<file path="src/rtl/dbc_pkg.sv">
package dbc_pkg;
  localparam int unsigned DBC_OFS_COUNT  = 0;
  localparam int unsigned DBC_OFS_ENABLE = 4;

  typedef enum logic {
    DBC_IDLE = 1'b0,
    DBC_WAIT = 1'b1
  } dbc_state_e;
endpackage

</file>
<file path="src/rtl/dbc_regs.sv">
module dbc_regs
  import dbc_pkg::*;
#(
  parameter int unsigned NPINS  = 8,
  parameter int unsigned CNT_W  = 8,
  parameter int unsigned ADDR_W = 4
) (
  input  logic                 clk,
  input  logic                 rst_n,
  input  logic                 wr_en,
  input  logic [ADDR_W-1:0]    wr_addr,
  input  logic [2*NPINS-1:0]   wr_data,
  output logic [NPINS-1:0]     en_o,
  output logic [CNT_W-1:0]     cnt_o
);
  localparam logic [ADDR_W-1:0] A_COUNT  = ADDR_W'(DBC_OFS_COUNT);
  localparam logic [ADDR_W-1:0] A_ENABLE = ADDR_W'(DBC_OFS_ENABLE);

  logic [NPINS-1:0] sel_mask;
  logic [NPINS-1:0] sel_val;

  assign sel_mask = wr_data[2*NPINS-1:NPINS];
  assign sel_val  = wr_data[NPINS-1:0];

  always_ff @(posedge clk or negedge rst_n) begin
    if (!rst_n) begin
      cnt_o <= '0;
      en_o  <= '0;
    end else if (wr_en) begin
      if (wr_addr == A_COUNT)
        cnt_o <= wr_data[CNT_W-1:0];
      if (wr_addr == A_ENABLE)
        en_o <= (en_o & ~sel_mask) | (sel_val & sel_mask);
    end
  end
endmodule

</file>
<file path="src/rtl/dbc_pin_filter.sv">
module dbc_pin_filter
  import dbc_pkg::*;
#(
  parameter int unsigned CNT_W = 8
) (
  input  logic             clk,
  input  logic             rst_n,
  input  logic             raw_i,
  input  logic             en_i,
  input  logic [CNT_W-1:0] cnt_i,
  input  logic             tick_i,
  output logic             pin_o
);
  dbc_state_e       state_q;
  logic [CNT_W-1:0] left_q;
  logic             level_q;
  logic             bypass;

  assign bypass = !en_i || (cnt_i == '0);
  assign pin_o  = bypass ? raw_i : level_q;

  always_ff @(posedge clk or negedge rst_n) begin
    if (!rst_n) begin
      state_q <= DBC_IDLE;
      left_q  <= '0;
      level_q <= 1'b0;
    end else if (bypass) begin
      // track the pad so enabling filtering later causes no jump
      state_q <= DBC_IDLE;
      level_q <= raw_i;
    end else if (raw_i == level_q) begin
      state_q <= DBC_IDLE;
    end else if (state_q == DBC_IDLE) begin
      state_q <= DBC_WAIT;
      left_q  <= cnt_i;
    end else if (tick_i) begin
      if (left_q <= CNT_W'(1)) begin
        level_q <= raw_i;
        state_q <= DBC_IDLE;
      end else begin
        left_q <= left_q - CNT_W'(1);
      end
    end
  end
endmodule

</file>
<file path="src/rtl/port_debounce.sv">
module port_debounce #(
  parameter int unsigned NPINS  = 8,
  parameter int unsigned CNT_W  = 8,
  parameter int unsigned ADDR_W = 4
) (
  input  logic               clk,
  input  logic               rst_n,
  input  logic               tick_ms,
  input  logic [NPINS-1:0]   pad_sync,
  input  logic               wr_en,
  input  logic [ADDR_W-1:0]  wr_addr,
  input  logic [2*NPINS-1:0] wr_data,
  output logic [NPINS-1:0]   pin_filt
);
  logic [NPINS-1:0] en_q;
  logic [CNT_W-1:0] cnt_q;

  dbc_regs #(.NPINS(NPINS), .CNT_W(CNT_W), .ADDR_W(ADDR_W)) u_regs (
    .clk     (clk),
    .rst_n   (rst_n),
    .wr_en   (wr_en),
    .wr_addr (wr_addr),
    .wr_data (wr_data),
    .en_o    (en_q),
    .cnt_o   (cnt_q)
  );

  for (genvar g = 0; g < NPINS; g++) begin : g_pin
    dbc_pin_filter #(.CNT_W(CNT_W)) u_flt (
      .clk    (clk),
      .rst_n  (rst_n),
      .raw_i  (pad_sync[g]),
      .en_i   (en_q[g]),
      .cnt_i  (cnt_q),
      .tick_i (tick_ms),
      .pin_o  (pin_filt[g])
    );
  end
endmodule

</file>
<file path="config.mk">
export PLATFORM = sky130hd
export DESIGN_NAME = port_debounce
export DESIGN_NICKNAME = d
export VERILOG_FILES = /design/src/rtl/dbc_pkg.sv /design/src/rtl/dbc_regs.sv /design/src/rtl/dbc_pin_filter.sv /design/src/rtl/port_debounce.sv
export SDC_FILE = /design/constraint.sdc
export NUM_CORES = 1
export LEC_CHECK = 0
export BUFFER_PORTS_ARGS = -buffer_cell sky130_fd_sc_hd__clkbuf_2
export CORE_AREA = 2 2 180 138
export CTS_CLUSTER_DIAMETER = 100
export DETAILED_ROUTE_END_ITERATION = 6
export DIE_AREA = 0 0 182 140
export SLEW_MARGIN = 40
export SYNTH_ARGS = -nofsm -noshare
export SYNTH_HDL_FRONTEND = slang
export SYNTH_SLANG_ARGS = --single-unit
</file>
<file path="constraint.sdc">
create_clock -name clk -period 3 [get_ports clk]
set_input_delay 0.6 -clock clk [delete_from_list [all_inputs] [get_ports clk]]
set_output_delay 0.6 -clock clk [all_outputs]
set_load 0.02 [all_outputs]
</file>
Word-level counts from Yosys, hierarchy flattened
Cells that the tools add are included.
{"block": "totals", "regBits": 96, "inputBits": 32, "output_inout_bits": 8}
{"block": "op_classes", "addsub": 8, "order_cmp": 8, "n_eq_ne": 33, "muxes": 112, "n_bitwise": 20, "reduce_logical": 60}
{"op": "8-bit 2-to-1 mux", "count": 24}
{"op": "1-bit 2-to-1 mux", "count": 88}
{"op": "8-bit by 1-bit <= comparator with 1-bit output (second input constant)", "count": 8}
{"op": "4-bit AND reduction", "count": 16}
{"op": "8-bit by 1-bit subtractor with 8-bit output (second input constant)", "count": 8}
{"op": "2-bit nonzero test", "count": 24}
{"op": "2-bit != test (second input constant)", "count": 16}
{"op": "8-bit AND", "count": 2}
{"op": "2-bit by 1-bit != test with 1-bit output (second input constant)", "count": 8}
{"op": "1-bit NOT", "count": 16}
{"op": "1-bit equality test", "count": 8}
{"op": "1-bit logical NOT", "count": 8}
{"op": "8-bit logical NOT", "count": 1}
{"op": "1-bit logical OR", "count": 8}
{"op": "8-bit NOT", "count": 1}
{"op": "8-bit OR", "count": 1}
{"op": "4-bit by 3-bit equality test with 1-bit output (second input constant)", "count": 1}
{"op": "4-bit logical NOT", "count": 1}
{"op": "2-bit AND reduction", "count": 2}

Logic depth before layout (Yosys ltp)
{"block": "logic_depth", "word_depth": 6, "ltp_mapped": 8, "depth_no_buf": 7}

By module
A second synthesis with hierarchy kept.
{"block": "unflattened", "hier_cells": 654, "area_unflattened_um2": 6680.2}
{"mod": "dbc_pin_filter (g_pin[0].u_flt ...)", "instances": 6, "cells_each": 76, "area_per_inst_um2": 758.2}
{"mod": "dbc_pin_filter (g_pin[6].u_flt ...)", "instances": 2, "cells_each": 77, "area_per_inst_um2": 734.5}
{"mod": "dbc_regs", "instances": 1, "cells_each": 44, "area_per_inst_um2": 661.9}

Worst setup path after synthesis
Ideal clock, no wire load.
{"block": "synth_path", "path_type": "reg2out", "startpoint": "reg u_regs.cnt_o[4]", "endpoint": "out pin_filt[1]", "arrival_ps": 1899, "required_ps": 2400, "path_slack_ps": 501, "path_stages_with_launch": 9, "cell_sequence": "dfrtp_1 -> clkbuf_1 -> nor4_1 -> nand2_1 -> buf_2 -> buf_1 -> nand2_1 -> mux2_2 -> buf_4"}
{"block": "synth_between", "elab_chain_len": 3}
{"element": "from (decl)", "line": "dbc_regs.sv:14", "text": "output logic [CNT_W-1:0] cnt_o"}
{"element": "from (signal assigned)", "line": "dbc_regs.sv:31", "text": "cnt_o <= wr_data[CNT_W-1:0];"}
{"element": "8-bit logical NOT", "line": "dbc_pin_filter.sv:19", "text": "assign bypass = !en_i || (cnt_i == '0);"}
{"element": "1-bit logical OR", "line": "dbc_pin_filter.sv:19"}
{"element": "1-bit 2-to-1 mux", "line": "dbc_pin_filter.sv:20", "text": "assign pin_o = bypass ? raw_i : level_q;"}
{"element": "to (decl)", "line": "port_debounce.sv:13", "text": "output logic [NPINS-1:0] pin_filt"}
No other way between the ends.

Worst setup path after layout
{"block": "layout_path", "startpoint": "reg u_regs.cnt_o[5]", "endpoint": "out pin_filt[0]"}
Same word-level chain as after synthesis.

==> out/summary.txt <==
Cell Chain, Critical Path: nor4_1, nand2_1, buf_4, nand2_1, mux2_2, clkbuf_2
Clk Tree Root Cell: clkbuf_16
Synth warn: 0
Post CTS Setup Buffer Count: 0
Cell mode on critical path: nand2_1
H-tree Lvls: 3
Startpoint types: flip-flop
Final layout net count: 719
Number of distinct library cells after synthesis: 45
Top fanout value on the critical path: 17
Ranking of synthesized cells by area: dfrtp_1, a211o_1, o21ai_0, mux2_2, nand2_1
Via count: 4,940
Net Count, Synth: 697
Fmax: 376.3 MHz
GRT Overall Usage: 0.1141
Syn Inst Count: 649
Slew Limit Headroom: 0.5347
Clock share of power: 0.215
Max VDD drop: 326.4 uV
Initial DRC Count: 335
Post-DP HPWL: 9674 microns
Largest net degree at the start of global routing: 44
Crit Path Class: flip-flop to primary output
Crit path required time: 2400 ps
Clock Skew: 9.893 ps
Hold Crit Class: input port to async pin
RSZ-0062 raised after global routing: false
LEAKAGE: 0.002740 uW
Core area: 0.02367 sq mm
Buf+Inv Stages, Crit Path: 2
Flop pwr share: 0.448
Largest area contributor in the synthesized netlist: dfrtp_1
Area of the die: 0.02548 sq mm
Share of post-route cells with drive strength above 1: 0.1545
Pwr dens: 838.0 mW/mm^2
CP endpoint kind: primary output
GPL Wtd Cong: 0.7685
Post-synthesis cell area: 0.005856 sq mm
Final hold violation count: 0
Reg-to-Reg Start: g_pin[0].u_flt.left_q[4]
Cell Count, Final, Fillers Out: 979
WL/cell: 14.56 microns
Initial antenna violation count: 0
Crit path time final: 2658 ps
CTS sink count: 96
Overflow after GRT: 0
Switch share: 0.3921
Status: completed
Syn avg cell area: 9.023 sq um
Remaining antenna violation count: 0
Worst path slowest cell: dfrtp_1
Int Power: 3400 uW
Syn-to-layout area delta: 13.97%
IO Pins: 40
Worst Setup SP: u_regs.cnt_o[5]
Worst skew pair latency: 350 ps
Num CTS Buffers: 9
Synth Register Bits: 96
Number of diodes: 0
Final setup vio count: 0
Average vias per placed instance: 5.046
Max Cap Violations: 0
Family with the most delay on the worst path: flip-flops
CTS resizes: 0
FP Rows: 49
Placed Instances: 966
CTS Hold Bufs: 0
Crit-path max cell delay: 540 ps
DRC Markers: 0
Final Power: 5592 uW
Final wirelength: 14,250 microns
CTS tree: built
Worst EP arrival: 2060 ps
First-pass GRT wire length: 23,650 microns
Slew of the pin with the lowest slew margin: 698.0 ps
Seq/Total Area, Yosys: 0.4103
Drt first pass iters: 6
Combinational Power Share: 0.337
Vias in the first global route: 4,518
Initial Utilization: 0.2474
Clock buffer depth: 2
Yosys top cell area share: 0.4103
Clk pin slew, worst setup/hold paths: 60 ps
Chip Width: 182 microns
Period utilisation layout: 0.8859
Final Slew Violations: 0
Switching power: 2193 uW
Die Height: 140 microns
TNS Setup: 0 ps
Port-buffer cells: 39
## stage by stage
stage          area, sq um  utilization  worst slack [ps]  hold WS [ps]
2_1_floorplan         5856            -             501.3         304.4
3_3_place_gp          6376       0.2694             524.1         490.9
3_5_place_dp          6376       0.2694             423.4         500.2
4_1_cts               6674       0.2820             324.2         268.8
5_1_grt               6674       0.2820             176.8         293.5
6_report              6674       0.2820             342.2         248.7
## cell usage after synthesis, drive strengths merged
cell type  count
nor2b          1
o32a           1
buf           19
or3           19
o2111ai        1
o22ai          1
or4b           2
nand2b        19
nand4          7
or4            2
clkinv         4
a32oi          4
nor4bb         3
o311ai         8
ha            16
nor2          28
xnor2          7
nor3b          4
inv           22
mux2i          1
mux2          29
clkbuf        28
dfrtp         96
nand2         85
nand3         28
and2           1
a211o         44
o211ai        11
a21oi         12
nor3          16
nand4b         1
xor2           1
o31ai          3
o31a           5
o21ai         70
nor4          22
nor4b         19
o32ai          8
or4bb          1
## worst paths after layout
| kind | end | slack (ps) | depth (start not counted) |
|---|---|---|---|
| max | pin_filt[0] | 340 | 6 |
| min | g_pin[1].u_flt.left_q[0] | 250 | 1 |
| max reg2reg | g_pin[0].u_flt.left_q[5] | 420 | 5 |
| min reg2reg | g_pin[1].u_flt.left_q[1] | 500 | 2 |
| max in group asynchronous | g_pin[6].u_flt.level_q | 2050 | 2 |
| min in group clk | g_pin[1].u_flt.left_q[1] | 500 | 2 |
## placed cells by master (no fill, tap or decap), drive strengths merged, types with 2 or more instances in the layout
cell    Yosys  routed
a32oi       4       4
a211o      44      44
mux2       29      29
o31a        5       5
nand3      28      28
nand4       7       7
nand2      85      85
o32ai       8       8
dfrtp      96      96
or4         2       2
buf        19      20
xnor2       7       7
nor4bb      3       3
o311ai      8       8
or3        19      19
nand2b     19      19
o31ai       3       3
clkbuf     28      47
o211ai     11      11
nor4       22      22
nor3       16      16
inv        22      22
o21ai      70      70
nor2       28      28
bufinv      0       2
a21oi      12      12
or4b        2       2
clkinv      4       5
ha         16      16
nor4b      19      19
nor3b       4       4
## cells by family after synthesis
group | synth area share
buffers and inverters | 0.05555
AOI/OAI and AO/OA | 0.1955
muxes | 0.05748
adders and majority gates | 0.03419
xor gates and xnor gates | 0.01197
DFF | 0.4103
and+or+nand+nor | 0.2350
## per-layer routing
metal	share of wire	wire length [microns]	track usage	vias to the layer above
met2	0.47	6662	0.1862	83
met5	0	0	0	-
met4	0.0090	128	0.02419	0
met3	0.039	554	0.02392	10
li1	-	-	-	2442
met1	0.48	6907	0.1561	2405
## cell type report
| cell class | count | area (sq um) |
|---|---|---|
| sequential | 96 | 2402 |
| fill | 2518 | 16990 |
| timing repair buffer | 58 | 352.8 |
| clock buffer | 9 | 225.2 |
| inverter | 26 | 97.59 |
| tap | 306 | 382.9 |
| clock inverter | 4 | 72.57 |
| multi-input combinational | 480 | 3141 |
## registers in the layout, summed over array words and instances (netlist names), named ones only
| register | flops |
|---|---|
| g_pin.u_flt.left_q | 64 |
| u_regs.cnt_o | 8 |
| g_pin.u_flt.state_q | 8 |
| g_pin.u_flt.level_q | 8 |
## power groups by stage
stage                     Clock [uW]  Combinational (uW)  Sequential (uW)
after CTS                       1240                1890             2500
final                           1200                1880             2510
after global placement             0                1840             2500
after global routing            1280                2150             2620
after detailed placement           0                1880             2520
after floorplan                    0                1560             2290
Power figures use the tool's default switching activity.
